==> src/rtl/lfsr_step_pkg.sv <==
package lfsr_step_pkg;

  // Topology selector: Fibonacci taps feed bit 0, Galois feeds taps in-line
  typedef enum logic {
    TOPO_FIBONACCI = 1'b0,
    TOPO_GALOIS    = 1'b1
  } lfsrTopoE;

endpackage

==> src/rtl/lfsr_bit_mirror.sv <==
module lfsr_bit_mirror #(
  parameter int WIDTH  = 8,
  parameter bit ENABLE = 1'b1
) (
  input  logic [WIDTH-1:0] vecIn,
  output logic [WIDTH-1:0] vecOut
);

  generate
    if (ENABLE) begin : gFlip
      for (genvar b = 0; b < WIDTH; b++) begin : gBit
        assign vecOut[b] = vecIn[WIDTH-1-b];
      end
    end else begin : gPass
      assign vecOut = vecIn;
    end
  endgenerate

endmodule

==> src/rtl/lfsr_xor_matrix.sv <==
module lfsr_xor_matrix
  import lfsr_step_pkg::*;
#(
  parameter int                 STATE_W  = 32,
  parameter int                 DATA_W   = 8,
  parameter logic [STATE_W-1:0] POLY     = 32'h04C11DB7,
  parameter lfsrTopoE           TOPOLOGY = TOPO_GALOIS,
  parameter bit                 FEED_FWD = 1'b0
) (
  input  logic [STATE_W-1:0] stateIn,
  input  logic [DATA_W-1:0]  dataIn,
  output logic [STATE_W-1:0] stateOut,
  output logic [DATA_W-1:0]  dataOut
);

  localparam int NIN  = STATE_W + DATA_W;
  localparam int NOUT = STATE_W + DATA_W;

  // Symbolic serial run: each register stage carries the set of inputs
  // (state bits 0..STATE_W-1, data bits at STATE_W+i) whose XOR it holds.
  function automatic logic [NOUT-1:0][NIN-1:0] buildMask();
    logic [STATE_W-1:0][NIN-1:0] stage;
    logic [NOUT-1:0][NIN-1:0]    res;
    logic [NIN-1:0]              fb;
    logic [NIN-1:0]              inject;
    res   = '0;
    stage = '0;
    for (int k = 0; k < STATE_W; k++) stage[k][k] = 1'b1;
    if (TOPOLOGY == TOPO_GALOIS) begin
      for (int i = DATA_W - 1; i >= 0; i--) begin
        fb = stage[STATE_W-1];
        fb[STATE_W+i] = ~fb[STATE_W+i];
        res[STATE_W+i] = fb;
        inject = fb;
        if (FEED_FWD) begin
          inject = '0;
          inject[STATE_W+i] = 1'b1;
        end
        for (int k = STATE_W - 1; k > 0; k--)
          stage[k] = stage[k-1] ^ (POLY[k] ? inject : '0);
        stage[0] = POLY[0] ? inject : '0;
      end
    end else begin
      for (int i = 0; i < DATA_W; i++) begin
        fb = stage[STATE_W-1];
        for (int k = 1; k < STATE_W; k++)
          if (POLY[k]) fb = fb ^ stage[k-1];
        fb[STATE_W+i] = ~fb[STATE_W+i];
        res[STATE_W+i] = fb;
        inject = fb;
        if (FEED_FWD) begin
          inject = '0;
          inject[STATE_W+i] = 1'b1;
        end
        for (int k = STATE_W - 1; k > 0; k--) stage[k] = stage[k-1];
        stage[0] = inject;
      end
    end
    for (int k = 0; k < STATE_W; k++) res[k] = stage[k];
    return res;
  endfunction

  localparam logic [NOUT-1:0][NIN-1:0] MASK = buildMask();

  logic [NIN-1:0]  vecIn;
  logic [NOUT-1:0] vecOut;

  assign vecIn = {dataIn, stateIn};

  generate
    for (genvar o = 0; o < NOUT; o++) begin : gOut
      assign vecOut[o] = ^(vecIn & MASK[o]);
    end
  endgenerate

  assign stateOut = vecOut[STATE_W-1:0];
  assign dataOut  = vecOut[NOUT-1:STATE_W];

endmodule

==> src/rtl/lfsr_step_engine.sv <==
module lfsr_step_engine
  import lfsr_step_pkg::*;
#(
  parameter int                 STATE_W  = 32,
  parameter logic [STATE_W-1:0] POLY     = 32'h04C11DB7,
  parameter int                 DATA_W   = 8,
  parameter lfsrTopoE           TOPOLOGY = TOPO_GALOIS,
  parameter bit                 MIRROR   = 1'b1,
  parameter bit                 FEED_FWD = 1'b0
) (
  input  logic [DATA_W-1:0]  data_in,
  input  logic [STATE_W-1:0] state_in,
  output logic [DATA_W-1:0]  data_out,
  output logic [STATE_W-1:0] state_out
);

  logic [DATA_W-1:0] coreDin;
  logic [DATA_W-1:0] coreDout;

  lfsr_bit_mirror #(.WIDTH(DATA_W), .ENABLE(MIRROR)) uMirrorIn (
    .vecIn (data_in),
    .vecOut(coreDin)
  );

  lfsr_xor_matrix #(
    .STATE_W (STATE_W),
    .DATA_W  (DATA_W),
    .POLY    (POLY),
    .TOPOLOGY(TOPOLOGY),
    .FEED_FWD(FEED_FWD)
  ) uMatrix (
    .stateIn (state_in),
    .dataIn  (coreDin),
    .stateOut(state_out),
    .dataOut (coreDout)
  );

  lfsr_bit_mirror #(.WIDTH(DATA_W), .ENABLE(MIRROR)) uMirrorOut (
    .vecIn (coreDout),
    .vecOut(data_out)
  );

  // linear map, zero in gives zero out
  always_comb begin
    if (state_in == '0 && data_in == '0) begin
      p_zero_map_r2: assert (state_out == '0 && data_out == '0)
        else $error("zero inputs produced nonzero outputs");
    end
  end

  generate
    if (TOPOLOGY == TOPO_FIBONACCI) begin : gFibChecks
      if (DATA_W < STATE_W) begin : gShift
        // untouched upper stages move up by DATA_W
        always_comb begin
          p_upper_shift_r4: assert (state_out[STATE_W-1:DATA_W] == state_in[STATE_W-1-DATA_W:0])
            else $error("upper stages not shifted by data width");
        end
      end
      if (DATA_W <= STATE_W) begin : gInject
        // injected bit is the data bit in feed-forward, the feedback otherwise
        always_comb begin
          for (int i = 0; i < DATA_W; i++) begin
            p_inject_bit_r7: assert (state_out[DATA_W-1-i] == (FEED_FWD ? coreDin[i] : coreDout[i]))
              else $error("injected bit mismatch at shift %0d", i);
          end
        end
      end
    end else begin : gGalChecks
      // first shift consumes the top data bit against the top stage
      always_comb begin
        p_first_feedback_r5: assert (coreDout[DATA_W-1] == (state_in[STATE_W-1] ^ coreDin[DATA_W-1]))
          else $error("first Galois feedback wrong");
      end
    end
  endgenerate

endmodule

==> config.mk <==
export PLATFORM = sky130hd
export DESIGN_NAME = lfsr_step_engine
export DESIGN_NICKNAME = d
export VERILOG_FILES = /design/src/rtl/lfsr_step_pkg.sv /design/src/rtl/lfsr_bit_mirror.sv /design/src/rtl/lfsr_xor_matrix.sv /design/src/rtl/lfsr_step_engine.sv
export SDC_FILE = /design/constraint.sdc
export NUM_CORES = 1
export LEC_CHECK = 0
export BUFFER_PORTS_ARGS = -buffer_cell sky130_fd_sc_hd__buf_2
export CAP_MARGIN = 30
export CORE_ASPECT_RATIO = 1.25
export CORE_MARGIN = 2
export CORE_UTILIZATION = 46
export DETAILED_ROUTE_END_ITERATION = 16
export PLACE_DENSITY = 0.86
export SLEW_MARGIN = 10
export SYNTH_ARGS = -nofsm -noshare
export SYNTH_HDL_FRONTEND = slang
export SYNTH_SLANG_ARGS = --single-unit
==> constraint.sdc <==
create_clock -name vclk -period 2.6
set_input_delay 0 -clock vclk [all_inputs]
set_output_delay 0 -clock vclk [all_outputs]
set_load 0.01 [all_outputs]
==> results of run 1 <==
## critical path: cells and delay by family
family    cells  cell delay [ps]
xor+xnor      3             1090
buf+inv       2              280
## metal layers
| layer | part of all wire [%] | vias up | track usage (%) | wire (um) |
|---|---|---|---|---|
| met3 | 8.2 | 0 | 0.9346 | 171 |
| met1 | 31 | 345 | 17.51 | 649 |
| met2 | 61 | 41 | 32.09 | 1258 |
| met4 | 0 | 0 | 1.190 | 0 |
| li1 | - | 382 | - | - |
| met5 | 0 | - | 0 | 0 |
## power groups by stage
stage | Sequential, mW | Combinational, mW | Clock [mW]
6_report | 0 | 0.865 | 0
5_1_grt | 0 | 0.931 | 0
4_1_cts | 0 | 0.879 | 0
3_5_place_dp | 0 | 0.876 | 0
3_3_place_gp | 0 | 0.859 | 0
2_1_floorplan | 0 | 0.597 | 0
## synth_stat cells
master   instances
xnor2_4         10
xnor2_1         21
xnor3_4          1
buf_4            1
xor3_1           3
inv_1            6
xor2_2           1
xnor2_2          4
xnor3_1         14
xor2_1           9
## area by class of cell
cell class / instances / area [um2] / area share (%)
inverter: 6 / 22.52 / 1.508
tap: 31 / 38.79 / 2.596
timing repair buffer: 80 / 400.4 / 26.80
multi-input combinational: 63 / 1032 / 69.10
## kinds of logic after synthesis
family | Yosys count | synth area share (%)
buf+inv | 7 | 2.827
xor+xnor | 63 | 97.17
## path summary, 6_finish.rpt
check / endpoint / slack (ps) / cells after the start
max: state_out[12] / 1240 / 5
min: state_out[22] / 270 / 3
## per-stage QoR
stage / std cells / cell area [um2] / power (mW)
after floorplan: 70 / 1062 / 0.5969
after global placement: 180 / 1494 / 0.8587
after detailed placement: 180 / 1494 / 0.8764
after CTS: 180 / 1494 / 0.8793
after global routing: 180 / 1494 / 0.9305
final: 180 / 1494 / 0.8650
## cells in the final DEF (no fill, tap or decap)
| cell | synthesis | final |
|---|---|---|
| buf_2 | 0 | 80 |
| inv_1 | 6 | 6 |
| xnor2_1 | 21 | 21 |
| xnor2_2 | 4 | 4 |
| xnor2_4 | 10 | 10 |
| xnor3_1 | 14 | 14 |
| xnor3_4 | 1 | 1 |
| xor2_1 | 9 | 9 |
| xor2_2 | 1 | 1 |
| xor3_1 | 3 | 3 |
==> impl_metrics.toml, run 1 <==
[global_route]
maximum_number_of_pins_on_one_net_before_global_route_repair = 10
first_global_vias = 786
gr-total-overflow = 0
number_of_antenna_violations_at_the_first_check_in_global_routing = 0
grt_first_pass_wirelength_um = 3263
globalRouteTotalUtil_pct = 15.81

[clock_network]
postCtsSetupRepairBufs = 0
postCtsResizedCells = 0
cts.hold.buffers_added = 0

[placed_design]
place.gp.congestion = 0.6865
place.detailed.hpwl_um = 1895
placement.io_buffers = 80
detailedPlace.worstSlack_ps = 1229

[detailed_routing]
detailroute.via_count = 768
drcViolationCount = 0
route.detailed.vias_per_inst = 4.267
detailedRoute.firstPassIterationCount = 2
drt-total-wl_um = 2079
detail_route.wl_per_cell_um = 11.55
iteration_0_drc_count_of_the_detailed_router = 5
drt.antenna.violating_nets = 0

[power_and_ir_drop]
clock_power_share_pct = 0
power.sequential.fraction_pct = 0
power.leakage_nw = 0.8370
net-switching-power_mw = 0.3879
combinationalPowerShare_pct = 100.0
p_sw_share_pct = 44.85
cellInternalPower_mw = 0.4771
worst_ir_drop_vdd_uv = 397.1
power_dens_cells_mw_per_mm2 = 579.0

[setup_path]
crit_path_max_fanout = 9
critical-path-top-cell-by-count = "buf_2"
crit_chain = "buf_2, xnor2_4, xnor2_2, xnor3_1, buf_2"
startpoint = "state_in[29]"
worstSetupEndpointType = "primary output"
criticalPathCategory = "in -> out"
cp.required_ps = 2600
critPathSlowestCell = "xnor3_1"
timing.critical_path.from_type = "input pin"
arrival_ps = 1360
cp_slowest_stage_delay_ps = 460

[sta]
max_slew_margin_pct = 70.93
fin_hold_ws_ps = 268.5
hold_viol_final = 0
setup-tns-final_ps = 0
rsz_0062_raised_after_global_routing = "no"
finalSetupViolCount = 0
fmax_mhz = 734.0
finalCriticalPeriod_ps = 1362
slew_viol_final = 0
postLayoutSetupSlackWorst_ps = 1238
final_min_period_over_clock_period_pct = 52.40
worst-slew-pin-transition_ps = 436.0

[cells_and_area]
finalNetCount = 191
final_util_pct = 68.31
drive_gt1_share_pct = 64.43
area_overhead_of_the_layout_relative_to_synthesis_pct = 40.64
flops_and_latches = 0
ant_diodes = 0
fillCellCount = 172
regArea_um2 = 0
final.clkbuf_count = 0

[min_path]
min_path_type = "in -> out"
hold_path.startpoint = "state_in[14]"

[status]
outcome = "finished, final reports clean"

[floorplan]
chipWidth_um = 46.98
io_pins = 80
rows = 19
floorplan.die_area_mm2 = 0.002712
die_h_um = 57.73
coreArea_mm2 = 0.002187
start_util_pct = 48.57

[synthesis]
syn-num-nets = 110
synth.area.top_cells = "xnor3_1 (30%), xnor2_4 (26%), xnor2_1 (17%), xor2_1 (7.4%), xor3_1 (6.7%)"
synth_warnings = 0
yosysUniqueCellTypes = 10
avgSynthCellArea_um2 = 15.18
synth_top_area_cell = "xnor3_1"
syn-instance-count = 70
synthesis.area_mm2 = 0.001062
sequential_cell_area_fraction_in_the_yosys_report_pct = 0
synth_top_cell_area_share_pct = 29.68

[run]
maxCapViolations = 0
(Power assumes the default switching activity.)
==> run 2: changes to the inputs <==
--- a/config.mk
+++ b/config.mk
@@ -5,13 +5,14 @@
 export SDC_FILE = /design/constraint.sdc
 export NUM_CORES = 1
 export LEC_CHECK = 0
+export ABC_AREA = 1
 export BUFFER_PORTS_ARGS = -buffer_cell sky130_fd_sc_hd__buf_2
 export CAP_MARGIN = 30
 export CORE_ASPECT_RATIO = 1.25
 export CORE_MARGIN = 2
-export CORE_UTILIZATION = 46
+export CORE_UTILIZATION = 52
 export DETAILED_ROUTE_END_ITERATION = 16
-export PLACE_DENSITY = 0.86
+export PLACE_DENSITY = 0.79
 export SLEW_MARGIN = 10
 export SYNTH_ARGS = -nofsm -noshare
 export SYNTH_HDL_FRONTEND = slang
==> constraint.sdc (replaced) <==
create_clock -name vclk -period 1.4
set_input_delay 0 -clock vclk [all_inputs]
set_output_delay 0 -clock vclk [all_outputs]
set_load 0.01 [all_outputs]
==> impl_metrics.toml, run 2 <==
[setup_path]
arrival_ps = 1230
cp.required_ps = 1400
critPathSlowestCell = "buf_2"
crit_path_max_fanout = 9
cp_slowest_stage_delay_ps = 230
worstSetupEndpointType = "primary output"
timing.critical_path.from_type = "input pin"
criticalPathCategory = "in -> out"
crit_chain = "buf_2, inv_2, nand2_1, nand3_1, nand2_2, nand2_1, nand3_1, nand3_1, nand2_1, buf_2"

[cells_and_area]
fin_cells = 503
area_overhead_of_the_layout_relative_to_synthesis_pct = 15.47
mostFrequentLayoutCells = "nand2_1 (157), buf_2 (80), nand3_1 (56)"
final.clkbuf_count = 0
fillCellCount = 448
drive_gt1_share_pct = 27.29
flops_and_latches = 0
finalNetCount = 489
ant_diodes = 0
multiInputGateArea_mm2 = 0.001891
final_util_pct = 62.00
regArea_um2 = 0
most_common_cell_after_layout_fill_and_taps_aside = "nand2_1"

[clock_network]
postCtsSetupRepairBufs = 0
postCtsResizedCells = 0
cts.hold.buffers_added = 0

[detailed_routing]
drt-total-wl_um = 5642
drcViolationCount = 0
detail_route.wl_per_cell_um = 11.22
iteration_0_drc_count_of_the_detailed_router = 92
detailedRoute.firstPassIterationCount = 4
drt.antenna.violating_nets = 0
detailroute.via_count = 2479
route.detailed.vias_per_inst = 4.928

[sta]
final_min_period_over_clock_period_pct = 87.80
max_slew_margin_pct = 73.19
fmax_mhz = 813.5
finalSetupViolCount = 0
setup-tns-final_ps = 0
finalCriticalPeriod_ps = 1229
rsz_0062_raised_after_global_routing = "no"
hold_viol_final = 0
slew_viol_final = 0
worst-slew-pin-transition_ps = 402.2

[synthesis]
synth_top_area_cell = "nand2_1"
avgSynthCellArea_um2 = 5.731
post_synth_fa_ha_maj_area_fraction_pct = 0
post_synth_most_frequent_cells = "nand2_1 (157), nand3_1 (56), xor2_1 (51)"
synth_warnings = 0
sequential_cell_area_fraction_in_the_yosys_report_pct = 0
synthesis.area_mm2 = 0.002183
synth_compound_gate_area_share_pct = 0.3438
xor_xnor_share_of_the_synthesized_area_pct = 38.17
syn-instance-count = 381
yosysMostFrequentCell = "nand2_1"
syn-num-nets = 421
yosys-mux-area-fraction_pct = 0
synth_top_cell_area_share_pct = 26.99
synth_top_family_by_area = "simple AND/OR/NAND/NOR gates"
yosysUniqueCellTypes = 20
synth.area.top_cells = "nand2_1 (27%), xor2_1 (20%), nand3_1 (13%), xnor2_1 (12%), nand2_2 (5.2%)"
synthSimpleGateAreaFrac_pct = 48.08

[power_and_ir_drop]
worst_ir_drop_vdd_uv = 278.4
power_dens_cells_mw_per_mm2 = 583.9
power.leakage_nw = 1.527

[placed_design]
numPlacedInstances = 503
place.gp.congestion = 0.9947
placement.io_buffers = 80
place.detailed.hpwl_um = 4751

[global_route]
globalRouteTotalUtil_pct = 23.58
grt_first_pass_wirelength_um = 9059
gr-total-overflow = 0
first_global_vias = 2154
maximum_number_of_pins_on_one_net_before_global_route_repair = 11
number_of_antenna_violations_at_the_first_check_in_global_routing = 0

[run]
maxCapViolations = 0

[floorplan]
io_pins = 80
die_h_um = 76.45
rows = 26
start_util_pct = 53.69
floorplan.die_area_mm2 = 0.004736
coreArea_mm2 = 0.004066
chipWidth_um = 61.96

[min_path]
min_path_type = "in -> out"

[status]
outcome = "finished, final reports clean"
## run 2: cell types whose count changed in the layout (fill, tap and decap cells not counted), sizes merged
cell / previous run / this run
xnor2: 35 / 34
buf: 80 / 81
xor2: 10 / 53
inv: 6 / 40
nand3b: 0 / 2
nand2: 0 / 178
or2: 0 / 1
a21o: 0 / 1
xor3: 3 / 0
xnor3: 15 / 0
nand3: 0 / 57
## run 2: routing by layer
layer  track usage, %  up-vias  routed length [um]
li1                 -     1290                   -
met1            29.70     1097                2255
met2            40.73       82                2888
met3            1.358       10                 361
met4            7.447        0                 138
met5                0        -                   0
## run 2: worst max-delay path, delay by kind of cell
| family | cells | cell delay, ps |
|---|---|---|
| simple gates | 7 | 780 |
| buf+inv | 3 | 430 |
## run 2: cell families after synthesis
group                     after synthesis
xor gates and xnor gates               87
buffers and inverters                  55
AOI/OAI and AO/OA                       1
and+or+nand+nor                       238
## run 2: per-stage QoR
| step | setup slack, ps | cell area (um2) | total power, mW | hold WS, ps |
|---|---|---|---|---|
| floorplan | 521.3 | 2183 | 1.063 | 76.01 |
| global placement | 206.9 | 2521 | 1.449 | 262.1 |
| detailed placement | 204.7 | 2521 | 1.471 | 271.1 |
| CTS | 204.0 | 2521 | 1.476 | 271.1 |
| global route | 55.28 | 2521 | 1.639 | 284.0 |
| finish | 170.8 | 2521 | 1.472 | 269.9 |
## run 2: final timing paths
check | start | to | slack (ps) | cells past startpoint
worst min-delay path | state_in[12] | state_out[20] | 270 | 3
worst max-delay path | state_in[24] | state_out[8] | 170 | 10
## run 2: report_power, final
part | switching, mW | internal (mW) | total, mW
logic | 0.871 | 0.601 | 1.47
clock network | 0 | 0 | 0
registers | 0 | 0 | 0
## run 2: area by class of cell
type | count | area share [%]
multi-input cells | 326 | 74.99
repair buffers | 81 | 16.18
well taps | 56 | 2.779
inverters | 40 | 6.055
